===== src/rtl/tswd_pkg.sv =====
package tswd_pkg;

    // register offsets
    localparam int unsigned OFS_KICK   = 32'h00;
    localparam int unsigned OFS_STATUS = 32'h04;
    localparam int unsigned OFS_RELOAD = 32'h08;
    localparam int unsigned OFS_CTRL   = 32'h30;

    // field positions
    localparam int unsigned FLAG_POS = 3;
    localparam int unsigned AUTO_POS = 13;

    typedef enum logic [2:0] {
        RS_NONE,
        RS_KICK,
        RS_STATUS,
        RS_RELOAD,
        RS_CTRL
    } reg_sel_e;

endpackage


===== src/rtl/tswd_regs.sv =====
module tswd_regs
    import tswd_pkg::*;
#(
    parameter int unsigned ADDR_W      = 8,
    parameter int unsigned DATA_W      = 16,
    parameter int unsigned CNT_W       = 10,
    parameter int unsigned RELOAD_INIT = 15
) (
    input  logic              clk_i,
    input  logic              rst_ni,
    input  logic              soft_rst_i,
    input  logic [ADDR_W-1:0] addr_i,
    input  logic              wr_en_i,
    input  logic [DATA_W-1:0] wr_data_i,
    input  logic              flag_i,
    output logic [DATA_W-1:0] rd_data_o,
    output logic [CNT_W-1:0]  reload_o,
    output logic              auto_clr_o,
    output logic              kick_o,
    output logic              w1c_o
);

    typedef struct packed {
        logic [CNT_W-1:0] reload;
        logic             auto_clr;
    } regs_t;

    localparam regs_t REGS_RST = '{reload: CNT_W'(RELOAD_INIT), auto_clr: 1'b1};

    regs_t    regs_d, regs_q;
    reg_sel_e sel;
    logic     unused_wdata;

    assign unused_wdata = ^wr_data_i;

    always_comb begin
        if (addr_i == ADDR_W'(OFS_KICK))        sel = RS_KICK;
        else if (addr_i == ADDR_W'(OFS_STATUS)) sel = RS_STATUS;
        else if (addr_i == ADDR_W'(OFS_RELOAD)) sel = RS_RELOAD;
        else if (addr_i == ADDR_W'(OFS_CTRL))   sel = RS_CTRL;
        else                                    sel = RS_NONE;
    end

    always_comb begin
        regs_d = regs_q;
        if (soft_rst_i) begin
            regs_d = REGS_RST;
        end else if (wr_en_i) begin
            case (sel)
                RS_RELOAD: regs_d.reload   = wr_data_i[CNT_W-1:0];
                RS_CTRL:   regs_d.auto_clr = wr_data_i[AUTO_POS];
                default:   regs_d = regs_q;
            endcase
        end
    end

    always_ff @(posedge clk_i) begin
        if (!rst_ni) regs_q <= REGS_RST;
        else         regs_q <= regs_d;
    end

    always_comb begin
        rd_data_o = '0;
        case (sel)
            RS_STATUS: rd_data_o[FLAG_POS]   = flag_i;
            RS_RELOAD: rd_data_o[CNT_W-1:0]  = regs_q.reload;
            RS_CTRL:   rd_data_o[AUTO_POS]   = regs_q.auto_clr;
            default:   rd_data_o = '0;
        endcase
    end

    assign reload_o   = regs_q.reload;
    assign auto_clr_o = regs_q.auto_clr;
    assign kick_o     = wr_en_i && (sel == RS_KICK);
    assign w1c_o      = wr_en_i && (sel == RS_STATUS) && wr_data_i[FLAG_POS];


    reload_write_chk: assert property (@(posedge clk_i) disable iff (!rst_ni)
        (wr_en_i && addr_i == ADDR_W'(OFS_RELOAD) && !soft_rst_i)
        |=> (reload_o == $past(wr_data_i[CNT_W-1:0])));

endmodule


===== src/rtl/tswd_counter.sv =====
module tswd_counter #(
    parameter int unsigned CNT_W       = 10,
    parameter int unsigned RELOAD_INIT = 15
) (
    input  logic             clk_i,
    input  logic             rst_ni,
    input  logic             soft_rst_i,
    input  logic             tick_i,
    input  logic             kick_i,
    input  logic [CNT_W-1:0] reload_i,
    output logic             expire_o
);

    typedef struct packed {
        logic [CNT_W-1:0] cnt;
    } cnt_t;

    localparam cnt_t CNT_RST = '{cnt: CNT_W'(RELOAD_INIT)};

    cnt_t cnt_d, cnt_q;

    assign expire_o = tick_i && !kick_i && (cnt_q.cnt == '0);

    always_comb begin
        cnt_d = cnt_q;
        if (soft_rst_i) begin
            cnt_d = CNT_RST;
        end else if (kick_i) begin
            cnt_d.cnt = reload_i;
        end else if (tick_i) begin
            if (cnt_q.cnt == '0) cnt_d.cnt = reload_i;
            else                 cnt_d.cnt = cnt_q.cnt - 1'b1;
        end
    end

    always_ff @(posedge clk_i) begin
        if (!rst_ni) cnt_q <= CNT_RST;
        else         cnt_q <= cnt_d;
    end


    count_step_chk: assert property (@(posedge clk_i) disable iff (!rst_ni)
        (tick_i && !kick_i && cnt_q.cnt != '0)
        |=> (cnt_q.cnt == $past(cnt_q.cnt) - 1'b1));


    kick_load_chk: assert property (@(posedge clk_i) disable iff (!rst_ni)
        kick_i |=> (cnt_q.cnt == $past(reload_i)));

endmodule


===== src/rtl/twostrike_wdog.sv =====
module twostrike_wdog
    import tswd_pkg::*;
#(
    parameter int unsigned ADDR_W      = 8,
    parameter int unsigned DATA_W      = 16,
    parameter int unsigned CNT_W       = 10,
    parameter int unsigned RELOAD_INIT = 15
) (
    input  logic              clk_i,
    input  logic              rst_ni,
    input  logic [ADDR_W-1:0] addr_i,
    input  logic              wr_en_i,
    input  logic [DATA_W-1:0] wr_data_i,
    output logic [DATA_W-1:0] rd_data_o,
    input  logic              tick_i,
    input  logic              mgmt_clear_i,
    output logic              reset_req_o
);

    typedef struct packed {
        logic flag;
        logic req;
    } strike_t;

    localparam strike_t STRIKE_RST = '{flag: 1'b0, req: 1'b0};

    strike_t          st_d, st_q;
    logic [CNT_W-1:0] reload;
    logic             auto_clr, kick, w1c, expire;
    logic             clr_now, flag_eff, strike2;

    tswd_regs #(
        .ADDR_W(ADDR_W), .DATA_W(DATA_W), .CNT_W(CNT_W), .RELOAD_INIT(RELOAD_INIT)
    ) u_regs (
        .clk_i      (clk_i),
        .rst_ni     (rst_ni),
        .soft_rst_i (strike2),
        .addr_i     (addr_i),
        .wr_en_i    (wr_en_i),
        .wr_data_i  (wr_data_i),
        .flag_i     (st_q.flag),
        .rd_data_o  (rd_data_o),
        .reload_o   (reload),
        .auto_clr_o (auto_clr),
        .kick_o     (kick),
        .w1c_o      (w1c)
    );

    tswd_counter #(
        .CNT_W(CNT_W), .RELOAD_INIT(RELOAD_INIT)
    ) u_cnt (
        .clk_i      (clk_i),
        .rst_ni     (rst_ni),
        .soft_rst_i (strike2),
        .tick_i     (tick_i),
        .kick_i     (kick),
        .reload_i   (reload),
        .expire_o   (expire)
    );

    always_comb begin
        clr_now  = w1c || (mgmt_clear_i && auto_clr);
        flag_eff = st_q.flag && !clr_now;
        strike2  = expire && flag_eff;
        st_d.req  = strike2;
        st_d.flag = strike2 ? 1'b0 : (expire || flag_eff);
    end

    always_ff @(posedge clk_i) begin
        if (!rst_ni) st_q <= STRIKE_RST;
        else         st_q <= st_d;
    end

    assign reset_req_o = st_q.req;


    req_pulse_chk: assert property (@(posedge clk_i) disable iff (!rst_ni)
        reset_req_o |=> !reset_req_o);


    req_needs_flag_chk: assert property (@(posedge clk_i) disable iff (!rst_ni)
        $rose(reset_req_o) |-> $past(st_q.flag));


    first_strike_chk: assert property (@(posedge clk_i) disable iff (!rst_ni)
        (expire && !st_q.flag) |=> (st_q.flag && !reset_req_o));


    mgmt_ignored_chk: assert property (@(posedge clk_i) disable iff (!rst_ni)
        (!auto_clr && mgmt_clear_i && !w1c && st_q.flag && !expire) |=> st_q.flag);

endmodule


===== config.mk =====
export PLATFORM = sky130hd
export DESIGN_NAME = twostrike_wdog
export DESIGN_NICKNAME = d
export VERILOG_FILES = /design/src/rtl/tswd_pkg.sv /design/src/rtl/tswd_regs.sv /design/src/rtl/tswd_counter.sv /design/src/rtl/twostrike_wdog.sv
export SDC_FILE = /design/constraint.sdc
export NUM_CORES = 1
export LEC_CHECK = 0
export ABC_AREA = 1
export BUFFER_PORTS_ARGS = -buffer_cell sky130_fd_sc_hd__buf_2
export CAP_MARGIN = 15
export CORE_MARGIN = 1
export CORE_UTILIZATION = 36
export DETAILED_ROUTE_END_ITERATION = 6
export PLACE_DENSITY = 0.68
export SYNTH_ARGS = -nofsm -noshare
export SYNTH_HDL_FRONTEND = slang
export SYNTH_HIERARCHICAL = 1
export SYNTH_SLANG_ARGS = --single-unit
export TNS_END_PERCENT = 100

===== constraint.sdc =====
create_clock -name clk_i -period 4 [get_ports clk_i]
set_input_delay 0.2 -clock clk_i [delete_from_list [all_inputs] [get_ports clk_i]]
set_output_delay 0.2 -clock clk_i [all_outputs]
set_load 0.01 [all_outputs]

==> flow_summary.ini <==
[run_status]
status = completed

[global_routing]
grt_max_degree = 20
grt.busiest_layer = met2
overflow = 0
grt_util_met1_pct = 19.1
grt_pass1_vias = 1224
antenna_found_initial = 0
track_usage_pct = 14.9
use_met2_pct = 25.2
grt_util_met3_pct = 2.03
grt_pass1_wl_um = 5210

[pwr]
p_leak_nw = 0.937
powerDensity_mw_per_mm2 = 253
peakVddDrop_mv = 0.115

[min_path]
min_from = wr_data_i[2]
hold_class = primary input to register

[clock_tree]
tritoncts = built
clkSinkCount = 23
postCtsSetupRepairBufs = 0
clk_latency_ps = 270
cts_hold_buf = 0
htreeDepth = 1
cts_resized = 0
root_buffer = clkbuf_8
clockBufferDepth = 2
clk_pin_slew_ps = 80
cts_inserted_buffers = 3

[placement]
place_congestion = 0.753
portBuffers = 35
placed_area_mm2 = 0.00172
dp_hpwl_um = 2390

[floorplan]
start_util_pct = 38.1
rows = 23
fp.dieArea_mm2 = 0.00456
dieWidth_um = 67.5
ios = 46
core_mm2 = 0.00406
die-height_um = 67.5

[detailed_routing]
drt-pass1-iter-count = 4
route.vias.total = 1459
wirelength_um = 3090
ant_nets = 0
drc = 0
drtIter0Drc = 30
wl_per_cell_um = 9.52
avgViaCountPerCell = 4.50

[synthesis]
syn_area_per_cell_um2 = 6.39
syn_area_mm2 = 0.00155
ys_ff_latch = 23
synthTopCellsByArea = dfxtp_1, nand2_1, nand3_1
synth_top_cell_by_area = dfxtp_1
yosysWarnings = 6
ys_types = 29
syn-instance-count = 242
yosysSeqAreaShare_pct = 29.8
netlist.area_leader.share_pct = 29.8

[worst_setup_path]
startpoint = wr_en_i
start_kind = primary input
crit_type = primary input to register
cp-end-kind = register
rr_startpoint = u_cnt/cnt_q[0]
crit_arrival_ps = 2380
cp_max_fo = 19
required_ps = 4210

[cells_and_area]
register_area_um2 = 460
diodes = 0
layout.nets = 305
fillers = 435
synthToLayoutAreaGrowth_pct = 14.0
drive_gt1_share_pct = 25.9
multi_input_area_um2 = 838
final_area_mm2 = 0.00176

[run]
maxCapViolCount = 0

[sta]
period_needed_ps = 2180
worst_pin_slew_ps = 688
slew_violations = 0
hold_viol = 0
finalCritPeriodShare_pct = 54.4
rsz0062_at_grt = false
setup_viol = 0
slew_headroom_pct = 53.9
fmax_ghz = 0.459
fin_setup_tns_ps = 0
finClkSkew_ps = 1.76
## cell usage after synthesis, drive strengths merged
cell type  count
a21o           1
nand3         33
xor2           1
inv           48
ha             1
dfxtp         23
buf           10
nor2          35
a21oi         18
nand2         53
nor3           2
o21ai         12
and3b          1
nand4          2
clkbuf         1
conb           1
## where the power goes
| group | switching [mW] | internal, mW | leakage [nW] | total, mW |
|---|---|---|---|---|
| clock network | 0.0772 | 0.0696 | 0.0255 | 0.147 |
| registers | 0.00409 | 0.234 | 0.187 | 0.238 |
| logic | 0.0380 | 0.0229 | 0.724 | 0.0610 |
## final timing paths
path / cells after the start / slack, ps / end
max reg2reg: 11 / 1970 / u_regs/reload_o[9]
max: 11 / 1820 / u_regs/reload_o[9]
min reg2reg: 2 / 470 / u_cnt/cnt_q[1]
min: 3 / 170 / u_regs/reload_o[2]
## area by class of cell
type | instances | share of cell area, %
clock buffers | 3 | 2.34
clock inverters | 1 | 0.284
inverters | 48 | 10.2
multi-input cells | 164 | 47.6
flip-flops and latches | 23 | 26.1
well taps | 50 | 3.55
repair buffers | 35 | 9.94
## cells in the final DEF (no fill, tap or decap), types with 3 or more instances in the layout
cell type   n
nand2_2     4
nor2_1     25
buf_2      35
a21oi_2     4
inv_1      39
o21ai_0     6
a21oi_1    14
o21ai_1     4
nor2_2      6
dfxtp_1    23
nand2_1    47
clkbuf_8    3
inv_2       9
nand3_1    32
conb_1      5
nor2_4      3
## per-layer routing
metal	vias to the layer above	routed length, µm	share of wire (%)
met5	-	0	0
met4	0	29	0.94
met3	4	134	4.3
met2	44	1410	46
met1	604	1510	49
li1	807	-	-
## worst max-delay path: stages
cell     delay (ps)
buf_2           270
inv_1           110
nor3_1          420
inv_1           250
nand2_1         100
nor2_1           60
nand4_1         130
inv_1            70
nor2_1          540
nand2_1         120
nor2_1          110
## sequential cells by signal, summed over array words and instances, names as in the netlist
register	cells
u_cnt/cnt_q	10
u_regs/reload_o	10
reset_req_o	1
u_regs/auto_clr_o	1
st_q	1
## cells by family (layout without fill, tap and decap cells)
family | Yosys count | after routing | share of synthesized area [%]
simple gates | 126 | 126 | 40.0
buf+inv | 59 | 87 | 17.0
compound gates | 31 | 31 | 11.7
flops | 23 | 23 | 29.8
fa+ha+maj | 1 | 1 | 0.809
other cells | 1 | 5 | 0.242
xor+xnor | 1 | 1 | 0.566
## through the flow
stage / setup slack, ps / power (mW) / utilization [%] / hold WS, ps / instances
global route: 1460 / 0.467 / 43.4 / 177 / 324
global placement: 1530 / 0.303 / 42.3 / 451 / 320
floorplan: 2110 / 0.288 / - / 312 / 246
finish: 1820 / 0.446 / 43.4 / 173 / 324
detailed placement: 1510 / 0.304 / 42.3 / 451 / 320
CTS: 1800 / 0.449 / 43.4 / 170 / 324
Power figures use the tool's default switching activity.
